[config.mk]
export PLATFORM = sky130hd
export DESIGN_NAME = nrzi_line_tx
export DESIGN_NICKNAME = d
export VERILOG_FILES = /design/src/rtl/nrzi_tx_pkg.sv /design/src/rtl/nrzi_run_tracker.sv /design/src/rtl/nrzi_line_drv.sv /design/src/rtl/nrzi_line_tx.sv
export SDC_FILE = /design/constraint.sdc
export NUM_CORES = 1
export LEC_CHECK = 0
export ABC_AREA = 1
export CAP_MARGIN = 20
export CORE_UTILIZATION = 57
export DETAILED_ROUTE_END_ITERATION = 7
export PLACE_DENSITY_LB_ADDON = 0.15
export SLEW_MARGIN = 0
export SYNTH_ARGS = -nofsm -noshare
export SYNTH_HDL_FRONTEND = slang
export SYNTH_SLANG_ARGS = --single-unit
[constraint.sdc]
create_clock -name clk -period 3.2 [get_ports clk]
set_input_delay 0.48 -clock clk [delete_from_list [all_inputs] [get_ports clk]]
set_output_delay 0.48 -clock clk [all_outputs]
set_load 0.01 [all_outputs]
[src/rtl/nrzi_tx_pkg.sv]
package nrzi_tx_pkg;

    typedef enum logic [2:0] {
        S_IDLE,
        S_SYNC,
        S_DATA,
        S_FLUSH,
        S_SE0A,
        S_SE0B,
        S_EOPJ
    } tx_state_t;

    typedef enum logic [1:0] {
        LC_HOLD,
        LC_TOGGLE,
        LC_SE0,
        LC_J
    } line_cmd_t;

endpackage

[src/rtl/nrzi_run_tracker.sv]
module nrzi_run_tracker #(
    parameter int RUN_LIMIT = 6
) (
    input  logic clk,
    input  logic rst_n,
    input  logic clr,
    input  logic adv,
    input  logic bit_val,
    input  logic stuff_tx,
    output logic stuff_due,
    output logic run_full_next
);
    localparam int RW = $clog2(RUN_LIMIT + 1);

    logic [RW-1:0] run_q;

    always_ff @(posedge clk or negedge rst_n) begin
        if (!rst_n) begin
            run_q <= '0;
        end else if (clr || stuff_tx || (adv && !bit_val)) begin
            run_q <= '0;
        end else if (adv) begin
            run_q <= run_q + 1'b1;
        end
    end

    assign stuff_due     = (run_q == RW'(RUN_LIMIT));
    assign run_full_next = adv && bit_val && (run_q == RW'(RUN_LIMIT - 1));


    run_bound_chk: assert property (@(posedge clk) disable iff (!rst_n)
        run_q <= RW'(RUN_LIMIT));

endmodule

[src/rtl/nrzi_line_drv.sv]
module nrzi_line_drv
    import nrzi_tx_pkg::*;
(
    input  logic      clk,
    input  logic      rst_n,
    input  logic      step,
    input  line_cmd_t cmd,
    input  logic      oe_set,
    input  logic      oe_clr,
    output logic      line_p,
    output logic      line_n,
    output logic      line_oe
);
    logic k_q;
    logic se0_q;
    logic oe_q;

    always_ff @(posedge clk or negedge rst_n) begin
        if (!rst_n) begin
            k_q   <= 1'b0;
            se0_q <= 1'b0;
            oe_q  <= 1'b0;
        end else if (step) begin
            unique case (cmd)
                LC_HOLD:   k_q <= k_q;
                LC_TOGGLE: k_q <= ~k_q;
                LC_SE0:    se0_q <= 1'b1;
                LC_J: begin
                    k_q   <= 1'b0;
                    se0_q <= 1'b0;
                end
            endcase
            if (oe_set) begin
                oe_q <= 1'b1;
            end else if (oe_clr) begin
                oe_q <= 1'b0;
            end
        end
    end

    assign line_p  = !se0_q && !k_q;
    assign line_n  = !se0_q && k_q;
    assign line_oe = oe_q;


    idle_j_chk: assert property (@(posedge clk) disable iff (!rst_n)
        !oe_q |-> (!se0_q && !k_q));

endmodule

[src/rtl/nrzi_line_tx.sv]
module nrzi_line_tx
    import nrzi_tx_pkg::*;
#(
    parameter int BYTE_W    = 8,
    parameter int RUN_LIMIT = 6
) (
    input  logic              clk,
    input  logic              rst_n,
    input  logic              bit_en,
    input  logic [BYTE_W-1:0] in_data,
    input  logic              in_valid,
    input  logic              in_last,
    output logic              in_ready,
    output logic              line_p,
    output logic              line_n,
    output logic              line_oe
);
    localparam int CNT_W = $clog2(BYTE_W);
    localparam logic [CNT_W-1:0]  CNT_MAX   = CNT_W'(BYTE_W - 1);
    localparam logic [BYTE_W-1:0] SYNC_WORD = BYTE_W'(1) << (BYTE_W - 1);

    tx_state_t         st_q;
    tx_state_t         st_nxt;
    logic [BYTE_W-1:0] sh_q;
    logic [CNT_W-1:0]  cnt_q;
    logic              last_q;

    line_cmd_t cmd;
    logic oe_on, oe_off;
    logic clr, adv, stuff_tx;
    logic load_sync, load_byte, shift;
    logic stuff_due, run_full_next;

    nrzi_run_tracker #(.RUN_LIMIT(RUN_LIMIT)) u_run (
        .clk          (clk),
        .rst_n        (rst_n),
        .clr          (clr),
        .adv          (adv),
        .bit_val      (sh_q[0]),
        .stuff_tx     (stuff_tx),
        .stuff_due    (stuff_due),
        .run_full_next(run_full_next)
    );

    nrzi_line_drv u_drv (
        .clk    (clk),
        .rst_n  (rst_n),
        .step   (bit_en),
        .cmd    (cmd),
        .oe_set (oe_on),
        .oe_clr (oe_off),
        .line_p (line_p),
        .line_n (line_n),
        .line_oe(line_oe)
    );

    assign in_ready = bit_en && !stuff_due && (cnt_q == CNT_MAX) &&
                      ((st_q == S_SYNC) || ((st_q == S_DATA) && !last_q));

    // state register
    always_ff @(posedge clk or negedge rst_n) begin
        if (!rst_n) begin
            st_q <= S_IDLE;
        end else begin
            st_q <= st_nxt;
        end
    end

    // next state and per-bit actions
    always_comb begin
        st_nxt    = st_q;
        cmd       = LC_HOLD;
        oe_on     = 1'b0;
        oe_off    = 1'b0;
        clr       = 1'b0;
        adv       = 1'b0;
        stuff_tx  = 1'b0;
        load_sync = 1'b0;
        load_byte = 1'b0;
        shift     = 1'b0;
        if (bit_en) begin
            unique case (st_q)
                S_IDLE: begin
                    if (in_valid) begin
                        cmd       = LC_TOGGLE;
                        oe_on     = 1'b1;
                        clr       = 1'b1;
                        load_sync = 1'b1;
                        st_nxt    = S_SYNC;
                    end else begin
                        oe_off = 1'b1;
                    end
                end
                S_SYNC, S_DATA: begin
                    if (stuff_due) begin
                        cmd      = LC_TOGGLE;
                        stuff_tx = 1'b1;
                    end else begin
                        cmd   = sh_q[0] ? LC_HOLD : LC_TOGGLE;
                        adv   = 1'b1;
                        shift = 1'b1;
                        if (cnt_q == CNT_MAX) begin
                            if (in_ready && in_valid) begin
                                load_byte = 1'b1;
                                st_nxt    = S_DATA;
                            end else begin
                                st_nxt = run_full_next ? S_FLUSH : S_SE0A;
                            end
                        end
                    end
                end
                S_FLUSH: begin
                    cmd      = LC_TOGGLE;
                    stuff_tx = 1'b1;
                    st_nxt   = S_SE0A;
                end
                S_SE0A: begin
                    cmd    = LC_SE0;
                    st_nxt = S_SE0B;
                end
                S_SE0B: begin
                    cmd    = LC_SE0;
                    st_nxt = S_EOPJ;
                end
                S_EOPJ: begin
                    cmd    = LC_J;
                    st_nxt = S_IDLE;
                end
                default: st_nxt = S_IDLE;
            endcase
        end
    end

    // byte shifter
    always_ff @(posedge clk or negedge rst_n) begin
        if (!rst_n) begin
            sh_q   <= '0;
            cnt_q  <= '0;
            last_q <= 1'b0;
        end else if (load_sync) begin
            sh_q   <= SYNC_WORD >> 1;
            cnt_q  <= CNT_W'(1);
            last_q <= 1'b0;
        end else if (load_byte) begin
            sh_q   <= in_data;
            cnt_q  <= '0;
            last_q <= in_last;
        end else if (shift) begin
            sh_q  <= sh_q >> 1;
            cnt_q <= cnt_q + 1'b1;
        end
    end


    stuff_toggle_chk: assert property (@(posedge clk) disable iff (!rst_n)
        (bit_en && stuff_due) |=> (line_p != $past(line_p)));


    start_k_chk: assert property (@(posedge clk) disable iff (!rst_n)
        $rose(line_oe) |-> (!line_p && line_n));


    eop_release_chk: assert property (@(posedge clk) disable iff (!rst_n)
        $fell(line_oe) |-> (line_p && !line_n));


    se0_pair_chk: assert property (@(posedge clk) disable iff (!rst_n)
        (st_q == S_SE0B) |-> (!line_p && !line_n && line_oe));


    no_take_on_stuff_chk: assert property (@(posedge clk) disable iff (!rst_n)
        (bit_en && stuff_due) |=> $stable(cnt_q));

endmodule

After elaboration in Yosys (flattened, before gate mapping)
Cells that the tools add are included.
Word-level totals
  bits in registers: 21
  input port bits: 13
  output and inout bits: 4
  word-level logic and storage cells: 99
Operators by class
  add/subtract/negate cells: 2
  eq/ne operators: 15
  multiplexer cells: 42
  bitwise logic cells: 1
  reductions and logical operators: 31
Operator list (number)
  $mux 3: 10
  $mux 8: 3
  $mux 1: 23
  $eq 3x3->1 const B: 6
  $pmux 3 s5: 1
  $logic_and 1x1->1: 10
  $pmux 2 s5: 1
  $reduce_bool 2->1: 5
  $add 3x1->3 const B: 2
  $eq 3x2->1 const B: 2
  $ne 2x2->1 const B: 3
  $pmux 1 s2: 3
  $reduce_and 2->1: 3
  $logic_not 1->1: 5
  $eq 2x2->1 const B: 2
  $reduce_and 4->1: 1
  $reduce_or 2->1: 2
  $eq 3x1->1 const B: 1
  $logic_not 3->1: 1
  $logic_or 1x1->1: 3
  $reduce_bool 3->1: 1
  $eq 2x1->1 const B: 1
  $mux 2: 1
  $not 1->1: 1

Longest topological paths before layout
  word-level depth: 13
  mapped depth: 11

Cells and area by module
From an unflattened synthesis, not the netlist that was laid out.
Second synthesis, totals
  cells, all modules: 176
  area, all modules: 1281.2 µm²
By module, submodules not included
  nrzi_line_tx: times used 1, cells an instance 125, area an instance 912.1 µm², sequential area each 375.4 µm²
  nrzi_run_tracker: times used 1, cells an instance 32, area an instance 229.0 µm², sequential area each 75.1 µm²
  nrzi_line_drv: times used 1, cells an instance 19, area an instance 140.1 µm², sequential area each 75.1 µm²

Worst setup path before layout
No wires, ideal clock.
  kind: reg2out
  from: register cnt_q[0]
  to: output in_ready
  arrival: 1242 ps
  data required time: 2720 ps
  setup slack: 1478 ps
  cell stages (with the launch flop): 6
  buffers on the path: 1
  cell sequence: dfrtp_1 > ha_1 > ha_1 > and3_1 > and2_1 > buf_4
On the way
  cells in the longest elaborated chain, start to end: 3
Ends and longest elaborated chain
  start: declaration: line nrzi_line_tx.sv:25  | logic [CNT_W-1:0] cnt_q;
  start signal: assignment: line nrzi_line_tx.sv:150  | cnt_q <= cnt_q + 1'b1;
  $eq 3x3->1: line nrzi_line_tx.sv:57  | assign in_ready = bit_en && !stuff_due && (cnt_q == CNT_MAX) &&
  $logic_and 1x1->1 (2 in series): line nrzi_line_tx.sv:57
  end: declaration: line nrzi_line_tx.sv:13  | output logic in_ready,
Every way passes these cells.

Worst setup path after layout
  from: register u_run.run_q[0]
  to: output in_ready
On the way
  cells in the longest elaborated chain, start to end: 5
Ends and longest elaborated chain
  start: declaration: line nrzi_run_tracker.sv:15  | logic [RW-1:0] run_q;
  start signal: assignment: line nrzi_run_tracker.sv:23  | run_q <= run_q + 1'b1;
  $eq 3x3->1: line nrzi_run_tracker.sv:27  | assign stuff_due = (run_q == RW'(RUN_LIMIT));
  $logic_not 1->1: line nrzi_line_tx.sv:57
  $logic_and 1x1->1 (3 in series): line nrzi_line_tx.sv:57
Every way passes these cells.

==> metrics.md <==
| Metric | Value |
|---|---|
| M3 GR Usage | 0.0409 |
| Sinks on Clock Net | 21 |
| GRT Util Overall | 0.230 |
| Global-route wire length before repair | 4280 um |
| Chip width | 48.3 um |
| Syn nets | 166 |
| Setup_tns | 0 ns |
| Via Count | 1,065 |
| Seq cells post-synth | 21 |
| Hold_buf cts | 0 |
| Fmax | 365 MHz |
| Crit path cell chain | inv_1, ha_1, nand2_1, and3_1, and2_1, clkdlybuf4s50_1 |
| Crit path DAT | 2.26 ns |
| Commonest non-fill, non-tap cell in the layout | nand3_1 |
| Post CTS Setup Buffer Count | 0 |
| Area grow syn2layout | 15.3% |
| Syn_area_per_cell | 8.26 um^2 |
| Critical path's largest stage delay | 0.60 ns |
| Worst Hold Class | reg -> reg |
| Max rail drop VDD | 0.488 mV |
| Hold_sp | cnt_q[1] |
| Post-Synthesis Cells | 148 |
| Total I/O pin count | 17 |
| Initial antenna violation count | 0 |
| Initial Utilization | 0.617 |
| Max_slew headroom | 0.369 |
| Chip height | 48.3 um |
| Final setup skew | 0.00159 ns |
| Final Hold Viols | 0 |
| Leakage | 0.000683 uW |
| Maximum root-to-sink buffer count | 2 |
| Drt via density | 5.58 |
| Pint | 610 uW |
| CTS Buf Count | 3 |
| Worst slew pin tran | 0.943 ns |
| Comb power frac | 0.466 |
| Initial drt markers | 19 |
| N_diodes | 0 |
| M2 GR Usage | 0.418 |
| DRT Wirelength | 2410 um |
| Detailed Place HPWL | 1780 um |
| Worst Setup End Kind | primary output |
| Crit path launch type | register |
| Clock power frac | 0.120 |
| Min Tclk post-route | 2.74 ns |
| Die area | 0.00233 mm^2 |
| Gr busiest metal | met2 |
| Critical path type | reg -> out |
| MaxCap Viol Count | 0 |
| DR pass1 iterations | 4 |
| Sequential share of power | 0.414 |
| IO buf count | 16 |
| Highest-count cells in the layout ignoring fill and taps | nand3_1, nand2_1, dfrtp_1 |
| M1 GR Usage | 0.280 |
| Fraction of layout instances using a drive strength above 1 | 0.134 |
| Number of global-route vias before repair | 1,029 |
| Antenna Nets Post-Route | 0 |
| Max-slew violation count | 0 |
| GPL Wtd Cong | 0.801 |
| NetSw | 466 uW |
| Hold_ws | 0.511 ns |
| Switching power share of the total | 0.433 |
| CP max stage cell | clkdlybuf4s50_1 |
| Row cnt | 16 |
| Status | completed |
| Sequential area share after synthesis | 0.430 |
| Worst-Skew Late Latency | 0.30 ns |
| Synth warnings | 0 |
| Final setup viols | 0 |
| Post_cts resized | 0 |
| Grt ovf | 0 |
| Avg WL per Cell | 12.6 um |
| Synth unique cells | 27 |
| Nets | 183 |
| Fin crit share | 0.855 |
| Pin count of the biggest net entering global routing | 22 |
| Pwr/cell area | 764 mW/mm^2 |
| CP required | 2.72 ns |
| Synthesized cell area | 0.00122 mm^2 |
| CP top delay family | simple AND/OR/NAND/NOR gates |
| Number of remaining DRC errors | 0 |
| Floorplan core area | 0.00198 mm^2 |
| CTS root buffer | clkbuf_4 |
| CP startpoint | u_run.run_q[0] |
| CP Max Fanout | 9 |
| WP buf/inv | 2 |
| Fillers | 155 |
| H-tree levels | 1 |
| Reg-to-reg startpoint | u_run.run_q[0] |
| Unrepaired setup endpoints after global routing | false |
| Worst-path clk slew | 0.12 ns |
| TritonCTS clock tree | done |
-- logic make-up (layout without fill, tap and decap cells) --
group | count (synthesis) | count (layout) | share of synthesized area
AND/OR/NAND/NOR | 90 | 90 | 0.372
adder cells (fa/ha/maj) | 5 | 5 | 0.0512
AO/OA/AOI/OAI | 13 | 13 | 0.0645
buffers and inverters | 18 | 34 | 0.0757
flip-flops | 21 | 21 | 0.430
XOR/XNOR | 1 | 1 | 0.00717
-- state kept, by name (all words and copies together), names as in the netlist --
register / cells
sh_q: 8
cnt_q: 3
st_q: 3
u_run.run_q: 3
last_q: 1
u_drv.k_q: 1
u_drv.line_oe: 1
u_drv.se0_q: 1
-- routing by layer --
layer  vias up  share of wire  wire [um]
met5         -              0          0
met4         0         0.0062         15
met3         2          0.032         76
met2        17           0.50       1210
met1       515           0.46       1110
li1        531              -          -
-- power by group through the flow --
stage               registers (uW)  logic [uW]  clock network, uW
global route                   460         574                139
floorplan                      432         374                  0
global placement               443         481                  0
detailed placement             449         500                  0
CTS                            444         503                130
finish                         445         501                129
-- cell usage after synthesis --
| cell type | n | area (um^2) |
|---|---|---|
| nor3_2 | 1 | 10.0 |
| o22ai_1 | 1 | 6.26 |
| buf_6 | 2 | 22.5 |
| nand2_4 | 1 | 11.3 |
| buf_4 | 1 | 7.51 |
| o211ai_2 | 1 | 12.5 |
| ha_1 | 5 | 62.6 |
| xor2_1 | 1 | 8.76 |
| nand2_1 | 29 | 109 |
| nand3_2 | 2 | 20.0 |
| inv_2 | 5 | 18.8 |
| nor2_1 | 8 | 30.0 |
| dfrtp_1 | 21 | 526 |
| nand3_4 | 1 | 17.5 |
| nand3_1 | 35 | 175 |
| o211ai_1 | 2 | 15.0 |
| nor2_2 | 1 | 6.26 |
| inv_1 | 8 | 30.0 |
| nand2_2 | 5 | 31.3 |
| and3_1 | 2 | 12.5 |
| o21ai_0 | 8 | 40.0 |
| buf_2 | 1 | 5.00 |
| a21oi_1 | 1 | 5.00 |
| or2_0 | 1 | 6.26 |
| nand4_1 | 3 | 18.8 |
| clkinv_4 | 1 | 8.76 |
| and2_1 | 1 | 6.26 |
-- final timing paths --
kind	endpoint	slack (ns)	cells past startpoint
worst max-delay path	in_ready	0.46	6
worst min-delay path	cnt_q[1]	0.51	2
worst max register to register	st_q[2]	1.55	9
worst min register to register	cnt_q[1]	0.51	2
max in group asynchronous	sh_q[5]	1.94	1
min in group asynchronous	st_q[0]	0.69	1
-- area by class of cell --
class                           count  area (um^2)  share of cell area
Multi-Input combinational cell    109          604               0.429
Timing Repair Buffer               16          160               0.114
Clock buffer                        3         22.5              0.0160
Sequential cell                    21          526               0.373
Clock inverter                      1         5.00             0.00355
Tap cell                           27         33.8              0.0240
Inverter                           14         57.6              0.0409
-- worst register-to-register path, stage by stage, from the launching register on --
cell	delay, ns
dfrtp_1	0.43
inv_1	0.06
ha_1	0.19
nand2_1	0.12
and3_1	0.23
nand3_4	0.19
nand3_1	0.15
nand3_1	0.08
nand2_1	0.07
nand2_1	0.04
-- through the flow --
stage                     setup slack (ns)  instance area [um^2]  cells   util  total power, uW
final                                0.463                  1410    191  0.711             1080
after global routing                 0.310                  1410    191  0.711             1170
after CTS                            0.453                  1410    191  0.711             1080
after detailed placement             0.490                  1380    187  0.697              949
after global placement               0.524                  1380    187  0.697              924
after floorplan                       1.48                  1220    148      -              806
(Power assumes the default switching activity.)
